==> config.mk <==
export PLATFORM = sky130hd
export DESIGN_NAME = rate_lock_ctrl
export DESIGN_NICKNAME = d
export VERILOG_FILES = /design/src/rtl/rlc_pkg.sv /design/src/rtl/rlc_divider.sv /design/src/rtl/rlc_fill_cmp.sv /design/src/rtl/rlc_fsm.sv /design/src/rtl/rlc_meter.sv /design/src/rtl/rate_lock_ctrl.sv
export SDC_FILE = /design/constraint.sdc
export NUM_CORES = 1
export LEC_CHECK = 0
export BUFFER_PORTS_ARGS = -buffer_cell sky130_fd_sc_hd__buf_4
export CORE_MARGIN = 5
export CORE_UTILIZATION = 40
export DETAILED_ROUTE_END_ITERATION = 8
export MAX_ROUTING_LAYER = met4
export SKIP_CTS_REPAIR_TIMING = 1
export SLEW_MARGIN = 15
export SYNTH_ARGS = -nofsm -noshare
export SYNTH_HDL_FRONTEND = slang
export SYNTH_SLANG_ARGS = --single-unit
==> constraint.sdc <==
create_clock -name clk_i -period 2.62 [get_ports clk_i]
set_input_delay 0.524 -clock clk_i [delete_from_list [all_inputs] [get_ports clk_i]]
set_output_delay 0.524 -clock clk_i [all_outputs]
set_load 0.02 [all_outputs]
==> src/rtl/rlc_pkg.sv <==
`timescale 1ns/1ps
package rlc_pkg;
  typedef enum logic [1:0] {
    ST_IDLE   = 2'b00,
    ST_CHARGE = 2'b01,
    ST_TRACK  = 2'b10
  } rlc_state_e;

  typedef enum logic [1:0] {
    DIR_NONE = 2'b00,
    DIR_UP   = 2'b01,
    DIR_DN   = 2'b10
  } rlc_dir_e;
endpackage

==> src/rtl/rlc_divider.sv <==
`timescale 1ns/1ps
module rlc_divider #(
  parameter int DIVW = 3
) (
  input  logic            clk_i,
  input  logic            rst_ni,
  input  logic            en_i,
  input  logic [DIVW-1:0] div_sel_i,
  output logic            tick_o
);
  localparam int CW = (1 << DIVW) - 1;

  logic [CW-1:0] cnt_q;
  logic [CW-1:0] limit;

  // limit = 2^sel - 1 as a run of ones
  always_comb begin
    limit = '0;
    for (int i = 0; i < CW; i++) limit[i] = (i < int'(div_sel_i));
  end

  assign tick_o = en_i && (cnt_q >= limit);

  always_ff @(posedge clk_i or negedge rst_ni) begin
    if (!rst_ni)     cnt_q <= '0;
    else if (!en_i)  cnt_q <= '0;
    else if (tick_o) cnt_q <= '0;
    else             cnt_q <= cnt_q + 1'b1;
  end

  AST_TICK_SPACING: assert property (@(posedge clk_i) disable iff (!rst_ni)
    (tick_o && div_sel_i != '0) |=> (!tick_o || div_sel_i != $past(div_sel_i)));
endmodule

==> src/rtl/rlc_fill_cmp.sv <==
`timescale 1ns/1ps
module rlc_fill_cmp
  import rlc_pkg::*;
#(
  parameter int AW = 5
) (
  input  logic [AW-1:0] wr_ptr_i,
  input  logic [AW-1:0] rd_ptr_i,
  output rlc_dir_e      dir_o
);
  localparam logic [AW-1:0] NOMINAL = AW'(1) << (AW - 1);

  logic [AW-1:0] fill;

  assign fill = wr_ptr_i - rd_ptr_i;

  always_comb begin
    if (fill > NOMINAL)      dir_o = DIR_UP;
    else if (fill < NOMINAL) dir_o = DIR_DN;
    else                     dir_o = DIR_NONE;
  end
endmodule

==> src/rtl/rlc_fsm.sv <==
`timescale 1ns/1ps
module rlc_fsm
  import rlc_pkg::*;
#(
  parameter int CHARGE_TICKS = 8
) (
  input  logic       clk_i,
  input  logic       rst_ni,
  input  logic       start_i,
  input  logic       tick_i,
  input  rlc_dir_e   dir_i,
  output logic       up_o,
  output logic       dn_o,
  output rlc_state_e state_o
);
  localparam int CHW = $clog2(CHARGE_TICKS + 1);
  localparam logic [CHW-1:0] CHG_LAST = CHW'(CHARGE_TICKS - 1);

  rlc_state_e     state_q;
  logic [CHW-1:0] chg_q;
  logic           start_q;
  logic           up_q, dn_q;
  logic           start_rise;

  assign start_rise = start_i && !start_q;

  always_ff @(posedge clk_i or negedge rst_ni) begin
    if (!rst_ni) begin
      state_q <= ST_IDLE;
      chg_q   <= '0;
      start_q <= 1'b0;
      up_q    <= 1'b0;
      dn_q    <= 1'b0;
    end else begin
      start_q <= start_i;
      if (!start_i) begin
        state_q <= ST_IDLE;
        chg_q   <= '0;
        up_q    <= 1'b0;
        dn_q    <= 1'b0;
      end else begin
        unique case (state_q)
          ST_IDLE: begin
            if (start_rise) begin
              state_q <= ST_CHARGE;
              chg_q   <= '0;
            end
          end
          ST_CHARGE: begin
            if (tick_i) begin
              up_q <= 1'b1;
              dn_q <= 1'b0;
              if (chg_q == CHG_LAST) state_q <= ST_TRACK;
              else                   chg_q   <= chg_q + 1'b1;
            end
          end
          ST_TRACK: begin
            if (tick_i) begin
              up_q <= (dir_i == DIR_UP);
              dn_q <= (dir_i == DIR_DN);
            end
          end
          default: state_q <= ST_IDLE;
        endcase
      end
    end
  end

  assign up_o    = up_q;
  assign dn_o    = dn_q;
  assign state_o = state_q;

  AST_CHARGE_RAISES: assert property (@(posedge clk_i) disable iff (!rst_ni)
    (state_q == ST_CHARGE && tick_i && start_i) |=> (up_q && !dn_q));
  AST_PULSE_HOLD: assert property (@(posedge clk_i) disable iff (!rst_ni)
    (!tick_i && start_i) |=> ($stable(up_q) && $stable(dn_q)));
  AST_IDLE_QUIET: assert property (@(posedge clk_i) disable iff (!rst_ni)
    (state_q == ST_IDLE) |-> (!up_q && !dn_q));
endmodule

==> src/rtl/rlc_meter.sv <==
`timescale 1ns/1ps
module rlc_meter
  import rlc_pkg::*;
#(
  parameter int WW = 8,
  parameter int BW = 16
) (
  input  logic          clk_i,
  input  logic          rst_ni,
  input  logic          clr_i,
  input  logic          track_i,
  input  logic          tick_i,
  input  rlc_dir_e      dir_i,
  input  logic [WW-1:0] win_min_i,
  input  logic [BW-1:0] beat_max_i,
  output logic          win_conv_o,
  output logic          beat_conv_o
);
  localparam logic [WW-1:0] WIN_MAX = '1;
  localparam logic [BW-1:0] GAP_MAX = '1;

  rlc_dir_e      prev_q;
  logic [WW-1:0] win_q;
  logic [BW-1:0] gap_q;
  logic          seen_q;
  logic          wc_q, bc_q;

  logic ev, active, was, same, win_small;

  assign ev        = tick_i && track_i;
  assign active    = (dir_i != DIR_NONE);
  assign was       = (prev_q != DIR_NONE);
  assign same      = active && (dir_i == prev_q);
  assign win_small = ({1'b0, win_q} < {win_min_i, 1'b0});

  always_ff @(posedge clk_i or negedge rst_ni) begin
    if (!rst_ni) begin
      prev_q <= DIR_NONE;
      win_q  <= '0;
      gap_q  <= '0;
      seen_q <= 1'b0;
      wc_q   <= 1'b0;
      bc_q   <= 1'b0;
    end else begin
      if (clr_i) begin
        wc_q <= 1'b0;
        bc_q <= 1'b0;
      end
      if (!track_i) begin
        prev_q <= DIR_NONE;
        win_q  <= '0;
        gap_q  <= '0;
        seen_q <= 1'b0;
      end else if (ev) begin
        prev_q <= dir_i;
        if (same) begin
          if (win_q != WIN_MAX) win_q <= win_q + 1'b1;
        end else if (active && was) begin
          // reversal: close one burst, open the next with zero gap
          wc_q   <= win_small;
          seen_q <= 1'b1;
          bc_q   <= (beat_max_i == '0);
          win_q  <= WW'(1);
          gap_q  <= '0;
        end else if (active) begin
          if (seen_q) bc_q <= (gap_q >= beat_max_i);
          win_q <= WW'(1);
          gap_q <= '0;
        end else if (was) begin
          wc_q   <= win_small;
          seen_q <= 1'b1;
          gap_q  <= BW'(1);
        end else if (gap_q != GAP_MAX) begin
          gap_q <= gap_q + 1'b1;
        end
      end
    end
  end

  assign win_conv_o  = wc_q;
  assign beat_conv_o = bc_q;

  AST_GAP_SATURATES: assert property (@(posedge clk_i) disable iff (!rst_ni)
    (ev && !active && !was && gap_q == GAP_MAX) |=> (gap_q == GAP_MAX));
  AST_FLAGS_CLEAR: assert property (@(posedge clk_i) disable iff (!rst_ni)
    clr_i |=> (!wc_q && !bc_q));
  AST_FLAGS_HOLD: assert property (@(posedge clk_i) disable iff (!rst_ni)
    (!ev && !clr_i) |=> ($stable(wc_q) && $stable(bc_q)));
endmodule

==> src/rtl/rate_lock_ctrl.sv <==
`timescale 1ns/1ps
module rate_lock_ctrl
  import rlc_pkg::*;
#(
  parameter int AW           = 5,
  parameter int DIVW         = 3,
  parameter int WW           = 8,
  parameter int BW           = 16,
  parameter int CHARGE_TICKS = 8
) (
  input  logic            clk_i,
  input  logic            rst_ni,
  input  logic            start_i,
  input  logic [DIVW-1:0] div_sel_i,
  input  logic [AW-1:0]   wr_ptr_i,
  input  logic [AW-1:0]   rd_ptr_i,
  input  logic [WW-1:0]   win_min_i,
  input  logic [BW-1:0]   beat_max_i,
  output logic            up_o,
  output logic            dn_o,
  output logic            win_conv_o,
  output logic            beat_conv_o,
  output logic            lock_o
);
  rlc_state_e state;
  rlc_dir_e   dir;
  logic       tick;

  rlc_divider #(.DIVW(DIVW)) u_div (
    .clk_i     (clk_i),
    .rst_ni    (rst_ni),
    .en_i      (state != ST_IDLE),
    .div_sel_i (div_sel_i),
    .tick_o    (tick)
  );

  rlc_fill_cmp #(.AW(AW)) u_cmp (
    .wr_ptr_i (wr_ptr_i),
    .rd_ptr_i (rd_ptr_i),
    .dir_o    (dir)
  );

  rlc_fsm #(.CHARGE_TICKS(CHARGE_TICKS)) u_fsm (
    .clk_i   (clk_i),
    .rst_ni  (rst_ni),
    .start_i (start_i),
    .tick_i  (tick),
    .dir_i   (dir),
    .up_o    (up_o),
    .dn_o    (dn_o),
    .state_o (state)
  );

  rlc_meter #(.WW(WW), .BW(BW)) u_meter (
    .clk_i       (clk_i),
    .rst_ni      (rst_ni),
    .clr_i       (state == ST_IDLE),
    .track_i     (state == ST_TRACK),
    .tick_i      (tick),
    .dir_i       (dir),
    .win_min_i   (win_min_i),
    .beat_max_i  (beat_max_i),
    .win_conv_o  (win_conv_o),
    .beat_conv_o (beat_conv_o)
  );

  assign lock_o = win_conv_o && beat_conv_o;

  AST_UP_DN_EXCL: assert property (@(posedge clk_i) disable iff (!rst_ni)
    !(up_o && dn_o));
endmodule

# Word level (Yosys, flattened, before mapping)
# Cells that the tools add are included.
# word_totals
wordCells	127
input_bits	40
out_inout_bits	5
regBits	45
# op_classes
n_addsub	5
magnitude_cmp	12
reduce_logical	18
mux	57
n_eq_ne	23
# op_table
operator	count
16-bit two-way mux	7
8-bit two-way mux	6
1-bit two-way mux	26
3-bit != test (second input constant)	6
16-bit by 1-bit adder with 16-bit output (second input constant)	1
16-bit greater-or-equal comparator	1
16-bit zero test	1
2-bit two-way mux	8
4-bit two-way mux	4
16-bit != test (second input constant)	1
7-bit two-way mux	2
4-bit AND reduction	3
3-bit < comparator (first input constant)	3
8-bit by 9-bit < comparator with 1-bit output	1
3-bit AND reduction	3
8-bit by 1-bit adder with 8-bit output (second input constant)	1
8-bit != test (second input constant)	1
4-bit one-hot mux with 2 select lines	1
7-bit by 1-bit adder with 7-bit output (second input constant)	1
7-bit greater-or-equal comparator	1
1-bit logical AND	6
1-bit by 3-bit < comparator with 1-bit output (first input constant)	2
2-bit by 3-bit < comparator with 1-bit output (first input constant)	2
2-bit != test (second input constant)	3
other kinds (17)	24

# Logic depth before layout (Yosys ltp)
# depth
word_depth	10
mapped_depth	12
ltp_nobuf	11

# By module
# Synthesis repeated with hierarchy kept, for this count alone.
# unflattened
cells_unflattened	388
hier_area_um2	3422.0
# by_module_without_submodules
module	seq_area_each_um2	instances	cells_each	area_per_inst_um2
rlc_meter	725.7	1	265	2219.6
rlc_fsm	225.2	1	48	515.5
rlc_divider	175.2	1	50	491.7
rlc_fill_cmp	0.0	1	21	170.2
rate_lock_ctrl	0.0	1	4	25.0

# Worst setup path after synthesis
# Ideal clock, no wire load.
# synth_timing
path_type	in2reg
start	input wr_ptr_i[0]
end	register u_meter.gap_q[10]
path_slack_ns	-0.407
setup_time_ns	0.078
n_path_buf	1
path_stages	12
required_ns	2.542
arrival_ns	2.949
cell_sequence	inv_1 ha_1 inv_1 fa_1 xor2_1 nor4b_2 mux2i_4 a311o_1 a21o_1 buf_2 or3_1 a21oi_1
# synth_via
elab_chain_cells	10
# synth_lines
element	line	source
start: declaration	rate_lock_ctrl.sv:15	input logic [AW-1:0] wr_ptr_i,
5-bit subtractor *	rlc_fill_cmp.sv:15	assign fill = wr_ptr_i - rd_ptr_i;
5-bit < comparator	rlc_fill_cmp.sv:19	else if (fill < NOMINAL) dir_o = DIR_DN;
2-bit two-way mux	rlc_fill_cmp.sv:19	
2-bit two-way mux *	rlc_fill_cmp.sv:18	if (fill > NOMINAL) dir_o = DIR_UP;
2-bit nonzero test	rlc_meter.sv:31	assign active = (dir_i != DIR_NONE);
16-bit two-way mux / 1-bit logical AND (equally long branches)	rlc_meter.sv:65, rlc_meter.sv:58	
16-bit two-way mux	rlc_meter.sv:58	end else if (active && was) begin
16-bit two-way mux	rlc_meter.sv:56	if (same) begin
16-bit two-way mux	rlc_meter.sv:54	end else if (ev) begin
16-bit two-way mux	rlc_meter.sv:49	if (!track_i) begin
end signal: assignment	rlc_meter.sv:74	gap_q <= gap_q + 1'b1;
end: declaration	rlc_meter.sv:24	logic [BW-1:0] gap_q;
# Every way passes the cells marked *; elsewhere a longest branch is shown, timed or not. The select of a mux whose other input is x is not followed.
# A chain may end at the register's enable or synchronous reset.

# Worst setup path in the final report
# layout_timing
start	input wr_ptr_i[0]
end	register u_meter.gap_q[5]
# The elaborated chain is that of the path after synthesis.

==> flow_summary.toml <==
[placement]
finalWeightedCongestion = 0.759
dp.cells = 582
portBuffers = 44
place_hpwl_mm = 6.31
preCtsSetupSlack_ns = -0.541

[synth]
ys_warn_count = 0
synthCells = 403
syn_area_um2 = 3420
synthFlopType = "dfrtp_1"
muxShareOfSynthArea_pct = 1.87
synth_compound_area_share_pct = 19.5
synth-xor-area-share_pct = 3.33
avgSynthCellArea_um2 = 8.49
ys_seq_area_share_pct = 32.9
async_reset_ff_share_pct = 100
synth-seq-cells = 45
synth_edf_count = 0
synthAdderAreaFrac_pct = 14.1
synth.distinct_cells = 52
synth_top_area_share_pct = 32.9
synth_fp_nets = 481
synthTopCellsByArea = "dfrtp_1 (33%), ha_1 (14%), a21oi_1 (4.2%)"
synth_common_cells = "dfrtp_1 (45), inv_1 (38), ha_1 (37)"
synth_top_family_by_area = "simple AND/OR/NAND/NOR gates"
synthSimpleGateAreaFrac_pct = 23.0
synth_top_cell_by_area = "dfrtp_1"
yosys.cell_count.top_type = "dfrtp_1"

[global_routing]
grt_usage_pct = 17.1
antenna_found_initial = 0
grt_max_degree = 46
overflow = 0
grt_pass1_vias = 3111
grt_pass1_wl_mm = 14.2

[setup_path]
cp-start-kind = "primary input"
arrival_ns = 2.95
r2r_slack_ns = 0.13
reg2reg_depth = 10
crit_fanout = 6
crit_path_end_kind = "flop"
r2r_start = "u_div.cnt_q[5]"
path_class = "primary input to flop"
worstPathRequired_ns = 2.85
r2r_end = "u_meter.gap_q[5]"

[clocking]
tritoncts = "done"
clkLatencyLatePin_ns = 0.29
clockBufferDepth = 2
htree_levels = 2
cts_num_sinks = 45
cts_inserted_buffers = 5
path_clk_slew_ns = 0.08
clk_root_buffer_cell = "clkbuf_8"

[timing]
fmax_ghz = 0.368
post-route-min-period_ns = 2.72
rsz0062_at_grt = "yes"
hold_slack_ns = 0.218
fin_crit_sh_pct = 104
tightest_slew_ns = 0.607
hold_viol = 0
finalSetupViolations = 12
worst_slack_ns = -0.0995
finalMaxSlewViolations = 0
fin_skew_ns = 0.00503
relSlewSlack_pct = 59.4

[status]
violations = "negative setup slack"
outcome = "complete, but fails checks"

[floorplanning]
design.die.area_um2 = 10500
io_pins = 45
rows = 33
fp.dieW_um = 102
core_um2 = 8260
start_util_pct = 41.4
die_h_um = 102

[route]
routed_wl_mm = 8.45
viasPerCell = 5.48
drcViolationCount = 0
drt_iter0_markers = 167
routedWlPerCell_um = 14.2
drtPass1Iterations = 6
vias = 3269
ant_nets = 0

[final_layout]
stdcell_count = 596
syn2layout_area_growth_pct = 32.2
n_antenna_cell = 0
utilization_pct = 54.8
drive_gt1_share_pct = 27.3
finalNetCount = 569

[job]
cap_violations = 0

[worst_hold_path]
hp-class = "primary input to asynchronous set/reset pin"

[pwr]
peakVddDrop_v = 0.000219
leakage_uw = 0.00216
cellPowerDensity_nw_per_um2 = 312
-- logic make-up (layout without fill, tap and decap cells) --
kind of cell,Yosys count,count (layout)
buffers and inverters,48,136
AOI/OAI and AO/OA,105,105
adders and majority gates,38,38
muxes,5,5
DFF,45,45
xor gates and xnor gates,13,13
and+or+nand+nor,149,149
-- where the power goes --
part	internal, µW	leakage (µW)	switching (µW)	total [µW]
logic	134	0.00149	132	267
clock network	210	0.0000443	230	439
registers	700	0.000623	4.60	704
total	1040	0.00216	366	1410
-- worst max-delay path: stages --
cell and delay, ns:
buf_8 0.11, inv_12 0.04, ha_4 0.11, inv_2 0.03
fa_2 0.34, a21o_1 0.17, a21oi_2 0.14, buf_6 0.16
xor2_4 0.08, a311o_1 0.41, a21o_4 0.24, clkbuf_16 0.15
or3_4 0.33, a21oi_2 0.11
-- stage by stage --
| step | setup TNS, ns | power [µW] | area, µm² |
|---|---|---|---|
| 2_1_floorplan | -4.80 | 835 | 3480 |
| 3_3_place_gp | -10.42 | 963 | 4210 |
| 3_5_place_dp | -11.41 | 969 | 4210 |
| 4_1_cts | -3.33 | 1400 | 4290 |
| 5_1_grt | -3.38 | 1480 | 4520 |
| 6_report | -0.747 | 1410 | 4520 |
-- how the worst max path moves through the flow --
stage | to | slack, ns | startpoint
after floorplan | u_meter.gap_q[8] | -0.33 | wr_ptr_i[0]
after global placement | u_meter.gap_q[2] | -0.48 | wr_ptr_i[0]
after detailed placement | u_meter.gap_q[2] | -0.54 | wr_ptr_i[0]
after CTS | u_meter.gap_q[2] | -0.23 | wr_ptr_i[0]
after global routing | u_meter.gap_q[5] | -0.21 | wr_ptr_i[0]
final | u_meter.gap_q[5] | -0.1 | wr_ptr_i[0]
-- routing by layer --
layer | GRT usage, % | share of wire [%] | up-vias | wire [µm]
met1 | 23.2 | 48 | 1561 | 4050
met2 | 27.5 | 47 | 59 | 4000
met5 | - | 0 | - | 0
met3 | 2.59 | 4.3 | 4 | 361
met4 | 3.13 | 0.50 | 0 | 42
li1 | - | - | 1645 | -
-- flip-flops by register name, summed over array words and instances, names as in the netlist, 2 cells and up --
name and count:
u_fsm.chg_q 4, u_meter.gap_q 16, u_fsm.state_o 2, u_div.cnt_q 7, u_meter.win_q 8, u_meter.prev_q 2
-- final cells by class --
class,count,area (µm²)
fill,804,3740
inverter,38,155
clock buffer,7,86.3
multi-input combinational,310,2280
timing repair buffer,91,746
tap,105,131
sequential,45,1130
-- cells in the final DEF (no fill, tap or decap), drive strengths merged, types with 3 or more instances in the layout --
cell / instances
a211o: 5
a211oi: 5
a21o: 8
a21oi: 31
a31oi: 3
a32o: 4
and3: 4
buf: 89
clkbuf: 9
dfrtp: 45
ha: 37
inv: 38
mux2i: 4
nand2: 30
nand2b: 8
nand3: 25
nand4: 7
nor2: 32
nor2b: 5
nor3: 3
nor4: 8
o21ai: 30
o31ai: 7
or2: 3
or3: 12
xnor2: 7
xor2: 6
(Power assumes the default switching activity.)
